### config.mk
export PLATFORM = sky130hd
export DESIGN_NAME = rx_desc_ring
export DESIGN_NICKNAME = d
export VERILOG_FILES = /design/src/rtl/rxd_pkg.sv /design/src/rtl/rxd_req.sv /design/src/rtl/rxd_ptr.sv /design/src/rtl/rxd_fsm.sv /design/src/rtl/rx_desc_ring.sv
export SDC_FILE = /design/constraint.sdc
export NUM_CORES = 1
export LEC_CHECK = 0
export ABC_AREA = 1
export BUFFER_PORTS_ARGS = -buffer_cell sky130_fd_sc_hd__buf_2
export CORE_AREA = 2 2 113 115
export DETAILED_ROUTE_END_ITERATION = 8
export DIE_AREA = 0 0 115 117
export PLACE_DENSITY_LB_ADDON = 0.25
export SYNTH_ARGS = -nofsm -noshare
export SYNTH_HDL_FRONTEND = slang
export SYNTH_SLANG_ARGS = --single-unit
export TNS_END_PERCENT = 1
### constraint.sdc
create_clock -name clk -period 3.83 [get_ports clk]
set_clock_uncertainty 0.15 [all_clocks]
set_input_delay 0 -clock clk [delete_from_list [all_inputs] [get_ports clk]]
set_output_delay 0 -clock clk [all_outputs]
set_load 0.01 [all_outputs]
### src/rtl/rxd_pkg.sv
package rxd_pkg;
  typedef enum logic [1:0] {
    ST_IDLE  = 2'd0,
    ST_FETCH = 2'd1,
    ST_GRANT = 2'd2,
    ST_WB    = 2'd3
  } rxd_state_e;
endpackage

### src/rtl/rxd_req.sv
module rxd_req (
  input  logic clk,
  input  logic rst_n,
  input  logic set_i,
  input  logic halt_i,
  output logic req_o
);
  logic req_q, req_d, req_en;

  always_comb begin
    req_en = set_i | halt_i;
    req_d  = halt_i ? 1'b0 : 1'b1;   // halt has priority
  end

  always_ff @(posedge clk or negedge rst_n) begin
    if (!rst_n)      req_q <= 1'b0;
    else if (req_en) req_q <= req_d;
  end

  assign req_o = req_q;
endmodule

### src/rtl/rxd_ptr.sv
module rxd_ptr #(
  parameter int ADDR_W     = 32,
  parameter int DESC_BYTES = 16
) (
  input  logic              clk,
  input  logic              rst_n,
  input  logic [ADDR_W-1:0] base_i,
  input  logic              base_load_i,
  input  logic              idle_i,
  input  logic              adv_i,
  input  logic              wrap_i,
  output logic [ADDR_W-1:0] cur_o
);
  localparam logic [ADDR_W-1:0] STRIDE = ADDR_W'(DESC_BYTES);

  logic [ADDR_W-1:0] base_q, cur_q, cur_d;
  logic              cur_en;

  always_ff @(posedge clk or negedge rst_n) begin
    if (!rst_n)           base_q <= '0;
    else if (base_load_i) base_q <= base_i;
  end

  always_comb begin
    cur_en = 1'b0;
    cur_d  = cur_q;
    if (base_load_i && idle_i) begin
      cur_en = 1'b1;
      cur_d  = base_i;
    end else if (adv_i) begin
      cur_en = 1'b1;
      cur_d  = wrap_i ? base_q : (cur_q + STRIDE);
    end
  end

  always_ff @(posedge clk or negedge rst_n) begin
    if (!rst_n)      cur_q <= '0;
    else if (cur_en) cur_q <= cur_d;
  end

  assign cur_o = cur_q;
endmodule

### src/rtl/rxd_fsm.sv
module rxd_fsm
  import rxd_pkg::*;
#(
  parameter int DATA_W = 32
) (
  input  logic              clk,
  input  logic              rst_n,
  input  logic              req_i,
  input  logic              rd_valid_i,
  input  logic [DATA_W-1:0] rd_data_i,
  input  logic              wr_ack_i,
  input  logic              done_i,
  input  logic [DATA_W-3:0] status_i,
  output logic              rd_req_o,
  output logic              wr_req_o,
  output logic [DATA_W-1:0] wr_data_o,
  output logic              grant_o,
  output logic              halt_o,
  output logic              adv_o,
  output logic              wrap_o,
  output logic              idle_o,
  output logic              err_o
);
  localparam int OWN_BIT  = DATA_W - 1;
  localparam int LAST_BIT = DATA_W - 2;
  localparam int STAT_W   = DATA_W - 2;

  rxd_state_e        state_q, state_d;
  logic              last_q, last_en;
  logic [STAT_W-1:0] stat_q;
  logic              stat_en;
  logic              err_q, err_en;

  always_comb begin
    state_d = state_q;
    halt_o  = 1'b0;
    adv_o   = 1'b0;
    last_en = 1'b0;
    stat_en = 1'b0;
    unique case (state_q)
      ST_IDLE:  if (req_i) state_d = ST_FETCH;
      ST_FETCH: if (rd_valid_i) begin
        if (rd_data_i[OWN_BIT]) begin
          last_en = 1'b1;
          state_d = ST_GRANT;
        end else begin
          halt_o  = 1'b1;
          state_d = ST_IDLE;
        end
      end
      ST_GRANT: if (done_i) begin
        stat_en = 1'b1;
        state_d = ST_WB;
      end
      ST_WB: if (wr_ack_i) begin
        adv_o   = 1'b1;
        state_d = ST_FETCH;
      end
      default: state_d = ST_IDLE;
    endcase
  end

  always_ff @(posedge clk or negedge rst_n) begin
    if (!rst_n) state_q <= ST_IDLE;
    else        state_q <= state_d;
  end

  always_ff @(posedge clk or negedge rst_n) begin
    if (!rst_n)       last_q <= 1'b0;
    else if (last_en) last_q <= rd_data_i[LAST_BIT];
  end

  always_ff @(posedge clk or negedge rst_n) begin
    if (!rst_n)       stat_q <= '0;
    else if (stat_en) stat_q <= status_i;
  end

  // A done pulse outside the grant window is dropped and remembered.
  assign err_en = done_i && (state_q != ST_GRANT);

  always_ff @(posedge clk or negedge rst_n) begin
    if (!rst_n)      err_q <= 1'b0;
    else if (err_en) err_q <= 1'b1;
  end

  assign rd_req_o  = (state_q == ST_FETCH);
  assign grant_o   = (state_q == ST_GRANT);
  assign wr_req_o  = (state_q == ST_WB);
  assign wr_data_o = {1'b0, last_q, stat_q};
  assign wrap_o    = last_q;
  assign idle_o    = (state_q == ST_IDLE);
  assign err_o     = err_q;
endmodule

### src/rtl/rx_desc_ring.sv
module rx_desc_ring #(
  parameter int ADDR_W     = 32,
  parameter int DATA_W     = 32,
  parameter int DESC_BYTES = 16
) (
  input  logic              clk,
  input  logic              rst_n,
  input  logic [ADDR_W-1:0] cfg_base,
  input  logic              cfg_base_load,
  input  logic              sw_req_set,
  output logic              rx_req,
  output logic              mem_rd_req,
  output logic [ADDR_W-1:0] mem_rd_addr,
  input  logic              mem_rd_valid,
  input  logic [DATA_W-1:0] mem_rd_data,
  output logic              mem_wr_req,
  output logic [ADDR_W-1:0] mem_wr_addr,
  output logic [DATA_W-1:0] mem_wr_data,
  input  logic              mem_wr_ack,
  output logic              xfer_grant,
  output logic [ADDR_W-1:0] xfer_addr,
  input  logic              frame_done,
  input  logic [DATA_W-3:0] frame_status,
  output logic              err_stray
);
  // Reset asserts asynchronously and is released on a clock edge.
  logic rst_s1, rst_s2;
  always_ff @(posedge clk or negedge rst_n) begin
    if (!rst_n) begin
      rst_s1 <= 1'b0;
      rst_s2 <= 1'b0;
    end else begin
      rst_s1 <= 1'b1;
      rst_s2 <= rst_s1;
    end
  end

  logic              halt, adv, wrap, idle;
  logic [ADDR_W-1:0] cur_addr;

  rxd_req u_req (
    .clk   (clk),
    .rst_n (rst_s2),
    .set_i (sw_req_set),
    .halt_i(halt),
    .req_o (rx_req)
  );

  rxd_ptr #(
    .ADDR_W    (ADDR_W),
    .DESC_BYTES(DESC_BYTES)
  ) u_ptr (
    .clk        (clk),
    .rst_n      (rst_s2),
    .base_i     (cfg_base),
    .base_load_i(cfg_base_load),
    .idle_i     (~rx_req & idle),
    .adv_i      (adv),
    .wrap_i     (wrap),
    .cur_o      (cur_addr)
  );

  rxd_fsm #(
    .DATA_W(DATA_W)
  ) u_fsm (
    .clk       (clk),
    .rst_n     (rst_s2),
    .req_i     (rx_req),
    .rd_valid_i(mem_rd_valid),
    .rd_data_i (mem_rd_data),
    .wr_ack_i  (mem_wr_ack),
    .done_i    (frame_done),
    .status_i  (frame_status),
    .rd_req_o  (mem_rd_req),
    .wr_req_o  (mem_wr_req),
    .wr_data_o (mem_wr_data),
    .grant_o   (xfer_grant),
    .halt_o    (halt),
    .adv_o     (adv),
    .wrap_o    (wrap),
    .idle_o    (idle),
    .err_o     (err_stray)
  );

  assign mem_rd_addr = cur_addr;
  assign mem_wr_addr = cur_addr;
  assign xfer_addr   = cur_addr;
endmodule

# Yosys cells after proc, flatten, opt, wreduce, memory -nomap -nowiden
# Cells that the tools add are included.
word_totals:
  regBits: 101
  output_inout_bits: 133
  inputBits: 101
  wordCells: 49
classes:
  n_bitwise: 3
  eq_ne: 8
  n_addsub: 1
  n_mux: 22
  reduce_logical: 6
ops:
  columns: ["cell", "n"]
  rows:
  - ["two-way mux 32 bit", 3]
  - ["adder 32 x 5 -> 32 bit, second input constant", 1]
  - ["two-way mux 1 bit", 13]
  - ["two-way mux 2 bit", 5]
  - ["inequality test 2 x 1 -> 1 bit, second input constant", 4]
  - ["case mux 2 bit (4 select lines)", 1]
  - ["== test 2 bit, second input constant", 2]
  - ["AND reduction 4 bit", 1]
  - ["== test 2 x 1 -> 1 bit, second input constant", 1]
  - ["logical AND 1 bit", 2]
  - ["zero test 2 bit", 1]
  - ["inequality test 2 bit, second input constant", 1]
  - ["AND reduction 2 bit", 1]
  - ["nonzero test 2 bit", 1]
  - ["bitwise AND 1 bit", 1]
  - ["NOT 1 bit", 1]
  - ["bitwise OR 1 bit", 1]

# Longest topological paths before layout
# Gate-level depths: netlist of run 1.
logic_depth:
  word_depth: 5
  depth_mapped: 11
  depth_no_buf: 10

# Cells and area by module
# Synthesis of run 1 repeated with hierarchy kept, for this count alone.
hier_totals:
  hier_cells: 786
  hier_area_um2: 5841.9
modules_own_cells:
  columns: ["mod", "cells_each", "area_per_inst_um2", "n_inst", "seq_area_each_um2"]
  rows:
  - ["rxd_ptr", 539, 3766.1, 1, 1601.5]
  - ["rxd_fsm", 175, 1498.9, 1, 850.8]
  - ["rx_desc_ring", 69, 544.3, 1, 50.0]
  - ["rxd_req", 3, 32.5, 1, 25.0]

# Worst setup path after synthesis of run 1
# No wires, ideal clock.
synth_timing:
  path_type: "register to register"
  start: "reg u_fsm.state_q[0]"
  end: "reg u_ptr.cur_q[0], in the netlist u_ptr.cur_o[0]"
  slack_ps: 2148
  setup_ps: 125
  synth_period_minus_slack_ps: 1682
  n_path_buf: 0
  stages_incl_launch_ff: 8
  t_required_ps: 3555
  t_arrival_ps: 1407
  path_cell_list: "dfrtp_1 -> inv_1 -> ha_1 -> inv_1 -> nor2_2 -> nand2_2 -> o21ai_1 -> mux2_2"
synth_between:
  elab_chain_len: 5
  elab_cells_between_ends: 10
  cone_classes: "1 x eq/ne; 4 x mux; 1 x bitwise; 4 x reduce/logical"
synth_lines:
  columns: ["item", "line_no", "text"]
  rows:
  - ["from (decl)", "rxd_fsm.sv:28", "rxd_state_e state_q, state_d;"]
  - ["from (signal assigned)", "rxd_fsm.sv:65", "else state_q <= state_d;"]
  - ["== test 2 bit or zero test 2 bit (tied branches)", "rxd_fsm.sv:40, rxd_fsm.sv:91", null]
  - ["two-way mux 1 bit or bitwise AND 1 bit (tied branches)", "rxd_fsm.sv:40, rx_desc_ring.sv:57", null]
  - ["two-way mux 1 bit or logical AND 1 bit (tied branches)", "rxd_ptr.sv:30, rxd_ptr.sv:27", null]
  - ["two-way mux 1 bit or nonzero test 2 bit (tied branches)", null, null]
  - ["AND reduction 2 bit (no line)", null, null]
  - ["to (signal assigned)", "rxd_ptr.sv:38", "else if (cur_en) cur_q <= cur_d;"]
  - ["to (decl)", "rxd_ptr.sv:16", "logic [ADDR_W-1:0] base_q, cur_q, cur_d;"]
# Parallel ways exist; a longest one is shown, timed or not.
# A chain may end at the register's enable or synchronous reset.

# Final worst setup path of run 1
layout_timing:
  start: "reg u_fsm.state_q[1]"
  end: "reg u_fsm.last_q, in the netlist u_fsm.wrap_o"
layout_between:
  elab_chain_len: 2
layout_lines:
  columns: ["item", "line_no", "text"]
  rows:
  - ["== test 2 x 1 -> 1 bit", "rxd_fsm.sv:40", "unique case (state_q)"]
  - ["two-way mux 1 bit", "rxd_fsm.sv:40", null]
  - ["to (signal assigned)", "rxd_fsm.sv:70", "else if (last_en) last_q <= rd_data_i[LAST_BIT];"]
  - ["to (decl)", "rxd_fsm.sv:29", "logic last_q, last_en;"]
# No other way between the ends.

==> metrics.log, run 1 <==
INFO  metric final_util = between 60% and 70%
INFO  metric syn_area = between 5000 and 6000 um2
INFO  metric vias_per_cell = 4.85
INFO  metric num_vias = 5230
INFO  metric maximum_fanout_along_the_worst_path = 4
INFO  metric numPlacedInstances = 988
INFO  metric max-vdd-ir-drop = around 420 uV
INFO  metric critPathMaxStageDelay = 570 ps
INFO  metric synth_fp_nets = just over 800
INFO  metric critical_path.startpoint = u_fsm.state_q[1]
INFO  metric detail_route.first_pass.iterations = 4
INFO  metric core_region_area = 12300 um2
INFO  metric drt-initial-drc-count = 203
INFO  metric cts-buffers-inserted = 9
INFO  metric die_area = 13500 um2
INFO  metric grt_antenna_before_repair = 0
INFO  metric num_io_pins = 234
INFO  metric nets = a little over 1k
INFO  metric synth_cells = 719
INFO  metric place.detailed.hpwl = 9790 um
INFO  metric cts.reportedPaths.clkPinSlew = 70 ps
INFO  metric grt_setup_unrepaired = no
INFO  metric cp-start-kind = flop
INFO  metric min-delay-path-class = flop to asynchronous set/reset pin
INFO  metric vias_in_the_first_global_route = 5050
INFO  metric yosysWarnings = 0
INFO  metric p_leak = 3.91 nW
INFO  metric cts_tree = yes
INFO  metric yosys_register_bits = 101
INFO  metric crit_chain = inv_1, ha_1, nand3_1, nor2_1, dlygate4sd3_1, a21oi_1, dlygate4sd3_1
INFO  metric setup_viol = 0
INFO  metric ys_types = 37
INFO  metric detail_route.drc_violations = 0
INFO  metric yosys.area.top_type = dfrtp_1
INFO  metric tns = 0 ps
INFO  metric timing.fmax = around 420 MHz
INFO  metric routabilityCongestion = 0.829
INFO  metric grt.total_usage = 23.1%
INFO  metric cp_top_family = buffers and inverters
INFO  metric crit_slowest_cell = dlygate4sd3_1
INFO  metric yosysTopAreaCellShare = between 40% and 50%
INFO  metric critPathRequiredTime = 3920 ps
INFO  metric met2_length = 7000 um
INFO  metric clk-insertion-delay-late = 350 ps
INFO  metric htree_num_levels = 3
INFO  metric antenna_diode_count = 0
INFO  metric avgSynthCellArea = slightly above 8 um2
INFO  metric slew-limit-headroom = roughly 29%
INFO  metric std_cell_rows = 41
INFO  metric clk_root_buffer_cell = clkbuf_16
INFO  metric area_growth = 28.3%
INFO  metric dieWidth = 115 um
INFO  metric grt_overflow = 0
INFO  metric met3_routed_wl = roughly 1000 um
INFO  metric cts.sink_count = a little over 100
INFO  metric actual_slew_at_the_worst_max_slew_pin = 1060 ps
INFO  metric die_height = 117 um
INFO  metric grt_max_degree = 61
INFO  metric met1Wirelength = between 6000 and 7000 um
INFO  metric port_buffers = 202
INFO  metric status = completed
INFO  metric n_fill_cell = 1111
INFO  metric grt_first_pass_wirelength = 24500 um
INFO  metric cellPowerDensity = 660 nW/um2
INFO  metric max_cap_violations = 0
INFO  metric initial_utilization = 47.3%
INFO  metric hold_violations = 0
INFO  metric drt_wl_total = between 10000 and 15000 um
INFO  metric worstPathBufferInverterCount = 3
INFO  metric rr_startpoint = u_fsm.state_q[1]
INFO  metric timing.critical_path.mode_cell = dlygate4sd3_1
INFO  metric synth.yosys.seq_area_share = 43.4%
INFO  metric critical_path.endpoint_type = flop
INFO  metric post-route-period-util = roughly 62%
INFO  metric layoutNonFillerInstCount = 1078
INFO  metric post_route_cells_drive_above_1_share = 30.2%
INFO  metric timing_max_transition_violations_final = 0
INFO  metric worstSetupPathType = flop to flop
INFO  metric final.min_clock_period = 2360 ps
INFO  metric final_antenna_net_count = 0
INFO  metric route.detailed.wl_per_inst = between 10 and 15 um
INFO  metric synthTopCellsByArea = dfrtp_1 (43%), nand2_1 (12%), buf_4 (8.8%)
INFO  metric timing.critical_path.arrival = 2450 ps
INFO  metric maxUsedRoutingLayer = met4
INFO  metric clockBufferDepth = 2
[worst paths after layout]
kind	endpoint	slack, ps	depth (start not counted)
worst max-delay path	u_fsm.wrap_o	1470	7
worst min-delay path	u_ptr.base_q[10]	140	0
worst max register to register	u_fsm.wrap_o	1470	7
worst min register to register	u_ptr.base_q[10]	140	0
max in group asynchronous	u_ptr.cur_o[27]	2500	1
min in group clk	rst_s2	200	0
[synthesized netlist by cell type (all sizes together)]
library cell and n:
o21ai 57, nor2 44, xor2 1, dfrtp 101, ha 5, nand4 5, mux2 33, xnor2 3
clkbuf 9, a22o 1, a31oi 1, or2 1, o211ai 3, nand3 53, a21oi 26, o21bai 2
conb 2, nand2 196, inv 87, mux2i 1, o22ai 5, a211oi 1, a21o 1, and2 1
buf 80
[cells by family (layout without fill, tap and decap cells)]
kind of cell	count (synthesis)	after routing	share of synthesized area, %
other	2	2	0.129
multiplexers	34	34	6.55
AND/OR/NAND/NOR	300	300	23.1
flip-flops	101	101	43.4
XOR/XNOR	4	4	0.602
buffers and inverters	176	385	16.3
AO/OA/AOI/OAI	97	97	8.83
adder cells (fa/ha/maj)	5	5	1.07
[per-stage QoR]
stage	hold WS (ps)	total power, W	worst slack, ps	cell area [um2]
3_5_place_dp	-363	0.00396	1520	6450
3_3_place_gp	-364	0.00393	1530	6450
4_1_cts	168	0.00495	1490	7470
5_1_grt	196	0.00535	1250	7470
6_report	139	0.00493	1470	7470
2_1_floorplan	-446	0.00349	658	5820
[sequential cells by signal, indices dropped and copies added, names as in the netlist]
| signal | count |
|---|---|
| u_fsm.err_o | 1 |
| u_fsm.wrap_o | 1 |
| rst_s1 | 1 |
| u_fsm.state_q | 2 |
| u_ptr.base_q | 32 |
| u_fsm.stat_q | 30 |
| u_req.req_o | 1 |
| u_ptr.cur_o | 32 |
| rst_s2 | 1 |
[per-layer routing]
metal	vias up	global-route usage, %
met1	2403	29.1
met3	22	4.84
met4	0	9.00
met5	-	0
li1	2622	-
met2	183	39.4
[timing repair]
action | 4_1_cts | 5_1_grt
gates resized for setup | 0 | 0
setup endpoints to repair | 0 | 0
buffers inserted | 0 | 0
hold endpoints to repair | 101 | 0
hold buffers | 74 | 0
[power breakdown]
group	total, W	switching (W)	internal [W]
Clock	0.000903	0.000436	0.000467
Combinational	0.00218	0.00124	0.000946
Sequential	0.00184	0.000412	0.00143
[final cells by class]
type	count	area [um2]	area share [%]
Clock buffer	11	243	3.25
Clock inverter	5	41.3	0.553
Inverter	87	327	4.37
Multi-Input combinational cell	442	2350	31.4
Sequential cell	101	2530	33.9
Tap cell	150	188	2.51
Timing Repair Buffer	282	1800	24.0
[layout by cell type, fill, tap and decap left out, drive strengths merged]
master	instances
buf	208
nand2	196
dfrtp	101
inv	90
dlygate4sd3	74
o21ai	57
nand3	53
nor2	44
mux2	33
a21oi	26
clkbuf	11
o22ai	5
nand4	5
ha	5
xnor2	3
o211ai	3
o21bai	2
conb	2
clkinvlp	2
and2	1
a22o	1
or2	1
xor2	1
mux2i	1
a211oi	1
a21o	1
a31oi	1
(Power assumes the default switching activity.)
==> run 2, diff against run 1 <==
==> constraint.sdc (replaced) <==
create_clock -name clk -period 2.4 [get_ports clk]
set_clock_uncertainty 0.15 [all_clocks]
set_input_delay 0 -clock clk [delete_from_list [all_inputs] [get_ports clk]]
set_output_delay 0 -clock clk [all_outputs]
set_load 0.01 [all_outputs]
==> metrics.log, run 2 (same netlist as run 1, synthesis figures left out) <==
INFO  metric status = completed
INFO  metric clk_root_buffer_cell = clkbuf_16
INFO  metric cts_setup_buffers = 0 (unchanged)
INFO  metric layoutNonFillerInstCount = 1086 (+0.74%)
INFO  metric num_io_pins = 234 (unchanged)
INFO  metric nets = 1037 (+0.78%)
INFO  metric antenna_diode_count = 0 (unchanged)
INFO  metric slew-limit-headroom = 62.8% (+34 points)
INFO  metric die_height = 117 um (unchanged)
INFO  metric grt_first_pass_wirelength = 24400 um (-0.51%)
INFO  metric timing.critical_path.mode_cell = dlygate4sd3_1
INFO  metric std_cell_rows = 41 (unchanged)
INFO  metric clockBufferDepth = 2 (unchanged)
INFO  metric worstSetupPathType = flop to flop
INFO  metric area_growth = 29.8%
INFO  metric port_buffers = 202 (unchanged)
INFO  metric cts.reportedPaths.clkPinSlew = 70 ps (about the same)
INFO  metric max-vdd-ir-drop = 600 uV (+42%)
INFO  metric grt_max_degree = 61 (unchanged)
INFO  metric core_region_area = 12300 um2 (unchanged)
INFO  metric critical_path.endpoint_type = flop
INFO  metric tns = 0 ps (unchanged)
INFO  metric cp-start-kind = flop
INFO  metric cellPowerDensity = 1050 nW/um2 (+59%)
INFO  metric crit_slowest_cell = dlygate4sd3_1
INFO  metric actual_slew_at_the_worst_max_slew_pin = 557 ps (-501 ps)
INFO  metric setup_viol = 0 (unchanged)
INFO  metric place.detailed.hpwl = 10200 um (+4.3%)
INFO  metric post_route_cells_drive_above_1_share = 31.1% (+0.92 points)
INFO  metric clk-insertion-delay-late = 360 ps (about the same)
INFO  metric grt_overflow = 0 (unchanged)
INFO  metric route.detailed.wl_per_inst = 13.6 um (-0.98%)
INFO  metric timing.critical_path.arrival = 2360 ps (-90 ps)
INFO  metric worstPathBufferInverterCount = 3 (unchanged)
INFO  metric p_leak = 3.96 nW (+1.2%)
INFO  metric drt-initial-drc-count = 218 (+7.4%)
INFO  metric detail_route.first_pass.iterations = 5 (+1)
INFO  metric cp_top_family = buffers and inverters
INFO  metric final_antenna_net_count = 0 (unchanged)
INFO  metric hold_violations = 0 (unchanged)
INFO  metric numPlacedInstances = 996 (+0.81%)
INFO  metric layout_commonest_cell = buf_2
INFO  metric layout.cells.most_common_list = buf_2 (202), nand2_1 (187), dfrtp_1 (100), inv_1 (85), dlygate4sd3_1 (74)
INFO  metric destination_of_the_worst_register_to_register_timing_path = u_fsm.wrap_o
INFO  metric crit_chain = inv_2, ha_4, nand3_1, nor2_1, dlygate4sd3_1, a21oi_1, dlygate4sd3_1
INFO  metric num_vias = 5216 (-0.27%)
INFO  metric rr_startpoint = u_fsm.state_q[1]
INFO  metric max_cap_violations = 0 (unchanged)
INFO  metric vias_in_the_first_global_route = 5071 (+0.42%)
INFO  metric cts.sink_count = 101 (unchanged)
INFO  metric cts_tree = yes
INFO  metric cts-buffers-inserted = 9 (unchanged)
INFO  metric vias_per_cell = 4.80 (-1.0%)
INFO  metric worst-r2r-cell-count = 7 (unchanged)
INFO  metric detail_route.drc_violations = 0 (unchanged)
INFO  metric grt_antenna_before_repair = 0 (unchanged)
INFO  metric critPathMaxStageDelay = 550 ps (-20 ps)
INFO  metric timing.fmax = 440 MHz (+3.8%)
INFO  metric grt_setup_unrepaired = no
INFO  metric rrSetupSlack = 130 ps (-1340 ps)
INFO  metric initial_utilization = 47.3% (unchanged)
INFO  metric dieWidth = 115 um (unchanged)
INFO  metric post-route-period-util = 94.6% (+33 points)
INFO  metric htree_num_levels = 3 (unchanged)
INFO  metric final.min_clock_period = 2270 ps (-85.6 ps)
INFO  metric maximum_fanout_along_the_worst_path = 4 (unchanged)
INFO  metric drt_wl_total = 14800 um (-0.24%)
INFO  metric die_area = 13500 um2 (unchanged)
INFO  metric timing_max_transition_violations_final = 0 (unchanged)
INFO  metric routabilityCongestion = 0.837 (+0.97%)
INFO  metric min-delay-path-class = flop to asynchronous set/reset pin
INFO  metric critPathRequiredTime = 2490 ps (-1430 ps)
INFO  metric grt.total_usage = 22.9% (-0.21 points)
## run 2: cell count changes in the layout (fill, tap and decap cells not counted), sizes merged
cell,previous run,this run
buf,208,216
clkinv,0,2
inv,90,89
clkinvlp,2,1
## run 2: worst reg2reg max path, cell delays in order (launching register included)
cell and delay, ps:
dfrtp_1 420, inv_2 100, ha_4 160, nand3_1 110, nor2_1 90, dlygate4sd3_1 550, a21oi_1 40, dlygate4sd3_1 540
## run 2: area by class of cell
| cell class | instances | area (um2) |
|---|---|---|
| tap | 150 | 188 |
| timing repair buffer | 290 | 1860 |
| multi-input combinational | 442 | 2360 |
| fill | 1067 | 4760 |
| sequential | 101 | 2530 |
| clock buffer | 11 | 253 |
| inverter | 87 | 327 |
| clock inverter | 5 | 42.5 |
## run 2: per-layer routing
metal	global-route usage, %	part of all wire, %
met1	29.2	44
met5	0	0
met2	39.2	48
met3	4.07	5.4
met4	9.00	1.7
## run 2: worst max-delay path by stage
stage                startpoint              end  slack, ps  depth (start not counted)
2_1_floorplan            rst_s2      u_fsm.err_o        550                          0
3_3_place_gp   u_fsm.state_q[0]  u_ptr.cur_o[14]        510                         10
3_5_place_dp   u_fsm.state_q[0]  u_ptr.cur_o[14]        460                         10
4_1_cts        u_fsm.state_q[1]     u_fsm.wrap_o         50                          7
5_1_grt        u_fsm.state_q[1]     u_fsm.wrap_o          7                          7
6_report       u_fsm.state_q[1]     u_fsm.wrap_o        130                          7
## run 2: power breakdown
part           internal (W)  switching (W)
Sequential          0.00228       0.000659
Clock              0.000772       0.000691
Combinational       0.00155        0.00198
Total               0.00461        0.00333
## run 2: metrics by stage
step / power [W] / setup WS [ps] / util (%) / hold slack, ps / area [um2]
after detailed placement: 0.00637 / 462 / 52.9 / -363 / 6510
after global placement: 0.00631 / 509 / 52.9 / -364 / 6510
after floorplan: 0.00556 / 555 / - / -446 / 5820
final: 0.00794 / 130 / 61.4 / 136 / 7560
after CTS: 0.00795 / 48.8 / 61.3 / 162 / 7540
after global routing: 0.00859 / 6.76 / 61.4 / 180 / 7560
## run 2: timing repair
action                                 in CTS  in global routing
hold buffers                               74                  0
resized for setup                           0                  3
endpoints found under the hold margin     101                  0
setup endpoints to repair                   0                  1
